[config.mk]
export PLATFORM = sky130hd
export DESIGN_NAME = flash_regbank
export DESIGN_NICKNAME = d
export VERILOG_FILES = /design/src/rtl/flash_regbank_pkg.sv /design/src/rtl/frb_keylock.sv /design/src/rtl/frb_irq_latch.sv /design/src/rtl/frb_live_status.sv /design/src/rtl/flash_regbank.sv
export SDC_FILE = /design/constraint.sdc
export NUM_CORES = 1
export LEC_CHECK = 0
export BUFFER_PORTS_ARGS = -buffer_cell sky130_fd_sc_hd__buf_2
export CAP_MARGIN = 20
export CORE_MARGIN = 2
export CORE_UTILIZATION = 47
export DETAILED_ROUTE_END_ITERATION = 16
export HOLD_SLACK_MARGIN = 0.03
export PLACE_DENSITY = 0.77
export SYNTH_ARGS = -nofsm -noshare
export SYNTH_HDL_FRONTEND = slang
export SYNTH_SLANG_ARGS = --single-unit
[constraint.sdc]
create_clock -name clk -period 2.15 [get_ports clk]
set_clock_uncertainty 0.2 [all_clocks]
set_input_delay 0.43 -clock clk [delete_from_list [all_inputs] [get_ports clk]]
set_output_delay 0.43 -clock clk [all_outputs]
set_load 0.03 [all_outputs]
[src/rtl/flash_regbank_pkg.sv]
package flash_regbank_pkg;

   // word offsets
   localparam int unsigned A_CFG  = 0;
   localparam int unsigned A_TIM  = 1;
   localparam int unsigned A_MASK = 2;
   localparam int unsigned A_RAW  = 3;
   localparam int unsigned A_LIVE = 4;
   localparam int unsigned A_LOCK = 5;
   localparam int unsigned A_CE   = 6;

   // interrupt cause bit positions (mask and latched share them)
   localparam int unsigned IB_WPF   = 0;
   localparam int unsigned IB_ECC   = 1;
   localparam int unsigned IB_DERR  = 2;
   localparam int unsigned IB_DFAIL = 3;
   localparam int unsigned IB_CTL   = 4;
   localparam int unsigned IB_DEV   = 5;
   localparam int unsigned IRQ_N    = 6;

   localparam int unsigned CFG_W  = 4;
   localparam int unsigned TIM_W  = 26;
   localparam int unsigned CNT_W  = 2;
   localparam int unsigned RES_W  = CNT_W + 3;
   localparam int unsigned LIVE_W = RES_W + 2;

   typedef struct packed {
      logic [1:0] ce_dly;
      logic [4:0] busy;
      logic [2:0] turn;
      logic [3:0] rd_hi;
      logic [3:0] rd_lo;
      logic [3:0] wr_hi;
      logic [3:0] wr_lo;
   } timing_t;

endpackage

[src/rtl/frb_keylock.sv]
module frb_keylock #(
   parameter int unsigned KEY_W = 16,
   parameter logic [KEY_W-1:0] KEY = 16'hA25E
) (
   input  logic             clk,
   input  logic             rst_n,
   input  logic             lock_wr,
   input  logic [KEY_W-1:0] key_in,
   input  logic             prot_wr,
   output logic             unlocked,
   output logic             prot_we
);

   logic open_q;

   assign prot_we  = prot_wr & open_q;
   assign unlocked = open_q;

   always_ff @(posedge clk or negedge rst_n) begin
      if (!rst_n)       open_q <= 1'b0;
      else if (lock_wr) open_q <= (key_in == KEY);
      else if (prot_we) open_q <= 1'b0;
   end

   assert_key_opens_R2: assert property (@(posedge clk) disable iff (!rst_n)
      (lock_wr && key_in == KEY) |=> unlocked);

   assert_relock_after_write_R3: assert property (@(posedge clk) disable iff (!rst_n)
      (prot_wr && unlocked && !lock_wr) |=> !unlocked);

   assert_locked_stays_locked_R4: assert property (@(posedge clk) disable iff (!rst_n)
      (!unlocked && !lock_wr) |=> !unlocked);

endmodule

[src/rtl/frb_irq_latch.sv]
module frb_irq_latch #(
   parameter int unsigned N = 6
) (
   input  logic         clk,
   input  logic         rst_n,
   input  logic [N-1:0] set,
   input  logic         clr,
   output logic [N-1:0] latched
);

   for (genvar i = 0; i < N; i++) begin : g_bit
      always_ff @(posedge clk or negedge rst_n) begin
         if (!rst_n)      latched[i] <= 1'b0;
         else if (set[i]) latched[i] <= 1'b1;
         else if (clr)    latched[i] <= 1'b0;
      end
   end

   assert_read_clears_R8: assert property (@(posedge clk) disable iff (!rst_n)
      clr |=> (latched == $past(set)));

   assert_event_survives_R9: assert property (@(posedge clk) disable iff (!rst_n)
      (set != '0) |=> ((latched & $past(set)) == $past(set)));

endmodule

[src/rtl/frb_live_status.sv]
module frb_live_status #(
   parameter int unsigned CNT_W = 2
) (
   input  logic             clk,
   input  logic             rst_n,
   input  logic             ecc_done,
   input  logic             dec_fail,
   input  logic             dec_err,
   input  logic [CNT_W-1:0] err_cnt,
   input  logic             ctl_fall,
   output logic [CNT_W+2:0] result
);

   logic             fail_q, det_q, valid_q;
   logic [CNT_W-1:0] cnt_q;

   always_ff @(posedge clk or negedge rst_n) begin
      if (!rst_n) begin
         fail_q <= 1'b0; det_q <= 1'b0; valid_q <= 1'b0; cnt_q <= '0;
      end else if (ecc_done) begin
         fail_q <= dec_fail; det_q <= dec_err; valid_q <= 1'b1; cnt_q <= err_cnt;
      end else if (ctl_fall) begin
         fail_q <= 1'b0; det_q <= 1'b0; valid_q <= 1'b0; cnt_q <= '0;
      end
   end

   assign result = {fail_q, cnt_q, det_q, valid_q};

   assert_live_capture_R11: assert property (@(posedge clk) disable iff (!rst_n)
      ecc_done |=> (result[0] && result[CNT_W+2] == $past(dec_fail)
                    && result[1] == $past(dec_err)));

endmodule

[src/rtl/flash_regbank.sv]
module flash_regbank
   import flash_regbank_pkg::*;
#(
   parameter int unsigned ADDR_W = 4,
   parameter int unsigned DATA_W = 32,
   parameter int unsigned KEY_W  = 16,
   parameter logic [KEY_W-1:0] KEY = 16'hA25E
) (
   input  logic              clk,
   input  logic              rst_n,
   input  logic              bus_wr,
   input  logic              bus_rd,
   input  logic [ADDR_W-1:0] bus_addr,
   input  logic [DATA_W-1:0] bus_wdata,
   output logic [DATA_W-1:0] bus_rdata,
   input  logic              dev_ready,
   input  logic              ctl_ready,
   input  logic              ecc_done,
   input  logic              dec_err,
   input  logic              dec_fail,
   input  logic [1:0]        err_cnt,
   input  logic              wp_fault,
   output logic [3:0]        cfg_bits,
   output logic [1:0]        tm_ce_dly,
   output logic [4:0]        tm_busy,
   output logic [2:0]        tm_turn,
   output logic [3:0]        tm_rd_hi,
   output logic [3:0]        tm_rd_lo,
   output logic [3:0]        tm_wr_hi,
   output logic [3:0]        tm_wr_lo,
   output logic              ce_by_ctrl,
   output logic              irq
);

   localparam int unsigned MIN_ADDR_W = $clog2(A_CE + 1);

   if (DATA_W < TIM_W) begin : g_bad_data_w
      $error("DATA_W too narrow for the timing register");
   end
   if (KEY_W > DATA_W) begin : g_bad_key_w
      $error("KEY_W wider than DATA_W");
   end
   if (ADDR_W < MIN_ADDR_W) begin : g_bad_addr_w
      $error("ADDR_W too narrow for the register map");
   end

   // decode
   logic sel_cfg, sel_tim, sel_mask, sel_raw, sel_live, sel_lock, sel_ce;
   assign sel_cfg  = (bus_addr == ADDR_W'(A_CFG));
   assign sel_tim  = (bus_addr == ADDR_W'(A_TIM));
   assign sel_mask = (bus_addr == ADDR_W'(A_MASK));
   assign sel_raw  = (bus_addr == ADDR_W'(A_RAW));
   assign sel_live = (bus_addr == ADDR_W'(A_LIVE));
   assign sel_lock = (bus_addr == ADDR_W'(A_LOCK));
   assign sel_ce   = (bus_addr == ADDR_W'(A_CE));

   // guard
   logic unlocked, prot_we;
   frb_keylock #(.KEY_W(KEY_W), .KEY(KEY)) u_lock (
      .clk      (clk),
      .rst_n    (rst_n),
      .lock_wr  (bus_wr & sel_lock),
      .key_in   (bus_wdata[KEY_W-1:0]),
      .prot_wr  (bus_wr & (sel_cfg | sel_tim)),
      .unlocked (unlocked),
      .prot_we  (prot_we)
   );

   // plain and guarded registers
   logic [CFG_W-1:0] cfg_q;
   timing_t          tim_q;
   logic [IRQ_N-1:0] mask_q;
   logic             ce_q;

   always_ff @(posedge clk or negedge rst_n) begin
      if (!rst_n) begin
         cfg_q  <= '0;
         tim_q  <= '0;
         mask_q <= '0;
         ce_q   <= 1'b0;
      end else begin
         if (prot_we && sel_cfg)  cfg_q  <= bus_wdata[CFG_W-1:0];
         if (prot_we && sel_tim)  tim_q  <= timing_t'(bus_wdata[TIM_W-1:0]);
         if (bus_wr && sel_mask)  mask_q <= bus_wdata[IRQ_N-1:0];
         if (bus_wr && sel_ce)    ce_q   <= bus_wdata[0];
      end
   end

   // ready edge detection
   logic dev_q, ctl_q;
   always_ff @(posedge clk or negedge rst_n) begin
      if (!rst_n) begin
         dev_q <= 1'b0;
         ctl_q <= 1'b0;
      end else begin
         dev_q <= dev_ready;
         ctl_q <= ctl_ready;
      end
   end

   logic [IRQ_N-1:0] cause;
   always_comb begin
      cause            = '0;
      cause[IB_WPF]    = wp_fault;
      cause[IB_ECC]    = ecc_done;
      cause[IB_DERR]   = ecc_done & dec_err;
      cause[IB_DFAIL]  = ecc_done & dec_fail;
      cause[IB_CTL]    = ctl_ready & ~ctl_q;
      cause[IB_DEV]    = dev_ready & ~dev_q;
   end

   logic [IRQ_N-1:0] raw_q;
   frb_irq_latch #(.N(IRQ_N)) u_causes (
      .clk     (clk),
      .rst_n   (rst_n),
      .set     (cause),
      .clr     (bus_rd & sel_raw),
      .latched (raw_q)
   );

   logic [RES_W-1:0] result;
   frb_live_status #(.CNT_W(CNT_W)) u_live (
      .clk      (clk),
      .rst_n    (rst_n),
      .ecc_done (ecc_done),
      .dec_fail (dec_fail),
      .dec_err  (dec_err),
      .err_cnt  (err_cnt),
      .ctl_fall (ctl_q & ~ctl_ready),
      .result   (result)
   );

   // read mux
   always_comb begin
      bus_rdata = '0;
      unique case (1'b1)
         sel_cfg:  bus_rdata[CFG_W-1:0]  = cfg_q;
         sel_tim:  bus_rdata[TIM_W-1:0]  = tim_q;
         sel_mask: bus_rdata[IRQ_N-1:0]  = mask_q;
         sel_raw:  bus_rdata[IRQ_N-1:0]  = raw_q;
         sel_live: bus_rdata[LIVE_W-1:0] = {result, ctl_ready, dev_ready};
         sel_lock: bus_rdata[0]          = unlocked;
         sel_ce:   bus_rdata[0]          = ce_q;
         default:  bus_rdata             = '0;
      endcase
   end

   assign cfg_bits   = cfg_q;
   assign tm_ce_dly  = tim_q.ce_dly;
   assign tm_busy    = tim_q.busy;
   assign tm_turn    = tim_q.turn;
   assign tm_rd_hi   = tim_q.rd_hi;
   assign tm_rd_lo   = tim_q.rd_lo;
   assign tm_wr_hi   = tim_q.wr_hi;
   assign tm_wr_lo   = tim_q.wr_lo;
   assign ce_by_ctrl = ce_q;
   assign irq        = |(raw_q & mask_q);

   assert_masked_cause_raises_irq_R10: assert property (@(posedge clk) disable iff (!rst_n)
      ((|(cause & mask_q)) && !(bus_wr && sel_mask)) |=> irq);

   assert_locked_cfg_stable_R4: assert property (@(posedge clk) disable iff (!rst_n)
      (!unlocked && !(bus_wr && sel_lock)) |=> ($stable(cfg_bits) && $stable(tm_busy)));

endmodule

# Yosys cells after proc, flatten, opt, wreduce, memory -nomap -nowiden
# Cells that the tools add are included.
[classes]
eq_ne = 7
n_reduce_logical = 14
magnitude_cmp = 0
muxes = 20
bitwise_logic = 14
n_mul = 0
div_mod_pow = 0
n_shift = 0
n_addsub = 0
[ops]
columns = ["operator", "n"]
rows = [
  ["19-bit 2-to-1 mux", 1],
  ["16-bit == test (second input constant)", 1],
  ["2-bit nonzero test", 8],
  ["3-bit case mux with 5 select lines", 1],
  ["1-bit 2-to-1 mux", 13],
  ["4-bit by 3-bit == test with 1-bit output (second input constant)", 3],
  ["1-bit AND", 9],
  ["4-bit by 2-bit == test with 1-bit output (second input constant)", 2],
  ["2-bit case mux with 4 select lines", 1],
  ["1-bit case mux with 7 select lines", 1],
  ["6-bit AND", 1],
  ["6-bit OR reduction", 1],
  ["4-bit by 1-bit == test with 1-bit output (second input constant)", 1],
  ["1-bit logical AND", 4],
  ["4-bit logical NOT", 1],
  ["2-bit 2-to-1 mux", 2],
  ["1-bit inverter", 3],
  ["1-bit case mux with 2 select lines", 1],
  ["1-bit bitwise OR", 1],
]
[totals]
ram_bits = 0
ff_bits = 51
mem_bits_ro = 0
mem_count = 0
latch_bits = 0
input_bits = 48

# Longest topological paths before layout
[logic_depth]
depth_word = 6
mapped_depth = 5

# Hierarchy
# From an unflattened synthesis, not the netlist that was laid out.
[unflattened]
cells_unflattened = 219
area_unflattened_um2 = 2610.0
[by_module_without_submodules]
columns = ["module", "instances", "cells_each", "area_each_um2"]
rows = [
  ["flash_regbank", 1, 172, 2074.5],
  ["frb_live_status", 1, 23, 235.2],
  ["frb_irq_latch", 1, 13, 198.9],
  ["frb_keylock", 1, 11, 101.3],
]

# Worst setup path after synthesis
# OpenSTA, ideal clock, no wires.
[synth_timing]
path_kind = "input -> output"
start = "input bus_addr[1]"
end = "output bus_rdata[17]"
arrival_ns = 1.548
required_time_ns = 1.520
cell_stages = 4
path_slack_ns = -0.028
path_cell_list = "clkbuf_1 -> nor4b_1 -> clkbuf_1 -> and2_1"
[synth_between]
elab_chain_cells = 2
[synth_rtl]
columns = ["item", "line_no", "text"]
rows = [
  ["start: declaration", "flash_regbank.sv:13", "input logic [ADDR_W-1:0] bus_addr,"],
  ["4-bit by 1-bit == test with 1-bit output", "flash_regbank.sv:50", "assign sel_tim = (bus_addr == ADDR_W'(A_TIM));"],
  ["19-bit 2-to-1 mux", "flash_regbank.sv:136", "unique case (1'b1)"],
  ["end: declaration", "flash_regbank.sv:15", "output logic [DATA_W-1:0] bus_rdata,"],
]
# No other way between the ends.

# Worst setup path after layout
[layout_timing]
start = "input bus_addr[0]"
end = "output bus_rdata[3]"
[layout_between]
elab_chain_cells = 2
elab_cells_between_ends = 6
classes_between = "eq/ne (4); mux (1); reduce/logical (1)"
[layout_rtl]
columns = ["item", "line_no", "text"]
rows = [
  ["4-bit by 3-bit == test with 1-bit output, or another cell as far along", "flash_regbank.sv:53", "assign sel_live = (bus_addr == ADDR_W'(A_LIVE));"],
  ["3-bit case mux with 5 select lines *", "flash_regbank.sv:136", ""],
]
# Every way passes the cells marked *; elsewhere a longest branch is shown, timed or not.

==> summary.md <==
| Metric | Value |
|---|---|
| Slew Viols, Final | 0 |
| Syn Inst Count | about 200 |
| Worst min path class | input pin to flip-flop |
| Final Hold Fails | 0 |
| Via-to-Cell Ratio | approximately 5.4 |
| First-pass GRT wire length | just under 10 mm |
| Pwr Density | 633 nW/um2 |
| I/O pin count | 112 |
| Largest net degree at the start of global routing | 29 |
| Layout area overhead | 33.8% |
| Final period utilization | ~97% |
| Util after Layout | 64.8% |
| Post-route DRC | 0 |
| Yosys cell types | 38 |
| Core area | 5110 um2 |
| Final ANT Viol Nets | 0 |
| Crit Path Class | input pin to output pin |
| Worst-Margin Slew | 551 ps |
| Via count | 2029 |
| Yosys top cell area share | 51.5% |
| Sequential-to-total area share from yosys stat | 51.5% |
| Critical path launch point | bus_addr[0] |
| Most frequent cell after synthesis | dfrtp_1 |
| Flops & latches, synth | 51 |
| Unrepaired setup endpoints after global routing | yes |
| Ranking of synthesized cells by instance count | dfrtp_1 (51), mux2_2 (38), and2_1 (19), nand2_1 (8), a22oi_1 (7) |
| EDFF count, synth | 0 |
| Layout cells sized above 1 | 59.5% |
| DP Wirelength | 4.66 mm |
| Slew HR | a little over three fifths |
| Initial detailed-routing violation count | 138 |
| Clock Tree Buf Depth | 2 |
| Die height | 76.6 um |
| Fmax | roughly 480 MHz |
| R2R Setup Slk | 650 ps |
| CP arrival | about 1500 ps |
| Nets | 356 |
| CTS tree | built |
| GRT overflow | 0 |
| Worst path required time | 1520 ps |
| Clk root buf | clkbuf_8 |
| Full die area | 5870 um2 |
| Initial Utilization | 48.5% |
| WL per Instance | 15.8 um |
| H-tree Lvls | 2 |
| Synth top area cells | dfrtp_1 (52%), mux2_2 (17%), and2_1 (4.8%) |
| Hold_sp | dev_ready |
| Total Wirelength | 5.98 mm |
| Worst setup EP type | output pin |
| R2r startpoint | u_lock.unlocked |
| Worst Path Max Fanout | 11 |
| Final setup fails | 0 |
| Async SR Flop Fraction | 100% |
| Clk sinks | ~50 |
| Pwr Total | 2.10 mW |
| Ys Warns | 0 |
| Width of the die | around 77 um |
| Yosys top cell by area | dfrtp_1 |
| Max Cap Viol | 0 |
| First drt pass iteration count | 4 |
| Num rows | 26 |
| Initial antenna violation count | 0 |
| Leakage | about 1.8 nW |
| Critical path launch point type | input pin |
| Port Buffer Count | 99 |
| Average cell area after synthesis | 12.3 um2 |
| Antenna diode count | 0 |
| Vias in the first global route | 2029 |
| Clock Latency Late Sink | 290 ps |
| Total Routing Usage GR | 21.2% |
| Clock transition at path regs | about 90 ps |
| Placer Congestion | 0.820 |
| Status | finished clean |
| Tmin final | around 2100 ps |
| Peak supply drop | 0.000346 V |
| CTS buffer count | 5 |
| Ys flop type | dfrtp_1 |
| Post-Synthesis Cell Area | approximately 2500 um2 |
-- layout by cell type, fill, tap and decap left out, types with 2 or more instances in the layout --
cell type  instances
inv_1              4
o22ai_1            2
a22oi_1            7
conb_1             6
bufinv_16          2
buf_12             2
buf_4              9
o221ai_2           3
nor2_1             3
a22o_1             6
and2_2            18
buf_2             97
a21o_1             3
mux2i_1            5
nand4_1            6
a32oi_1            2
nand2_1            8
nor2b_1            2
mux2_2            38
o21ai_0            3
nor4bb_1           2
dfrtp_1           51
clkbuf_8           5
nor3b_1            2
-- layout make-up --
type / instances / area (um2)
clock buffers: 6 / 72.6
clock inverters: 2 / 60.1
fillers: 424 / 1800
inverters: 4 / 15.0
multi-input cells: 135 / 1180
flip-flops and latches: 51 / 1280
well taps: 70 / 87.6
repair buffers: 111 / 622
-- report_power, final --
part           switching, mW  internal (mW)  leakage, nW  total (mW)
clock                  0.310          0.465       0.0654       0.775
sequential            0.0394           1.00        0.657        1.04
combinational          0.160          0.120         1.07       0.280
total                  0.509           1.59         1.79        2.10
-- routing by layer --
metal / track usage, % / wire (um)
met2: 34.2 / 2920
met1: 28.3 / 2550
met5: 0 / 0
met3: 4.03 / 387
met4: 8.36 / 132
-- through the flow --
stage / TNS (ps) / hold slack, ps / instance area, um2 / cells / setup WS, ps
2_1_floorplan: 0 / -65.6 / 2540 / 206 / 35.6
3_3_place_gp: 0 / 250 / 3140 / 370 / 38.5
3_5_place_dp: 0 / 256 / 3140 / 370 / 5.58
4_1_cts: 0 / 64.1 / 3290 / 379 / 32.6
5_1_grt: -19.4 / 71.0 / 3310 / 379 / -19.4
6_report: 0 / 65.8 / 3310 / 379 / 59.1
-- worst paths after layout --
| check | end | cells past startpoint |
|---|---|---|
| max | bus_rdata[3] | 5 |
| min | dev_q | 1 |
| max reg2reg | tm_rd_lo[1] | 3 |
| min reg2reg | u_live.valid_q | 1 |
| max in group asynchronous | tm_wr_lo[0] | 3 |
| min in group asynchronous | tm_turn[1] | 2 |
-- worst max-delay path, cell delays in order --
cell and delay (ps):
buf_2 190, and2b_2 290, a32oi_1 250, o221ai_2 120, buf_4 180
-- timing repair --
item | CTS | global route
endpoints found under the hold margin | 23 | 0
endpoints found under the setup margin | 2 | 20
buffers inserted | 0 | 0
gates resized for setup | 1 | 6
hold buffers | 1 | 0
-- kinds of logic after synthesis --
group / Yosys count / synth area share [%]
other: 1 / 0.151
buffers and inverters: 20 / 4.24
and+or+nand+nor: 56 / 15.4
DFF: 51 / 51.5
muxes: 43 / 19.3
AOI/OAI and AO/OA: 30 / 9.40
-- state kept, by name (all words and copies together), names as in the netlist, 2 cells and up --
| name | flops |
|---|---|
| tm_wr_hi | 4 |
| cfg_bits | 4 |
| u_live.cnt_q | 2 |
| tm_ce_dly | 2 |
| tm_busy | 5 |
| u_causes.latched | 6 |
| tm_wr_lo | 4 |
| tm_rd_lo | 4 |
| mask_q | 6 |
| tm_turn | 3 |
| tm_rd_hi | 4 |
Power figures use the tool's default switching activity.
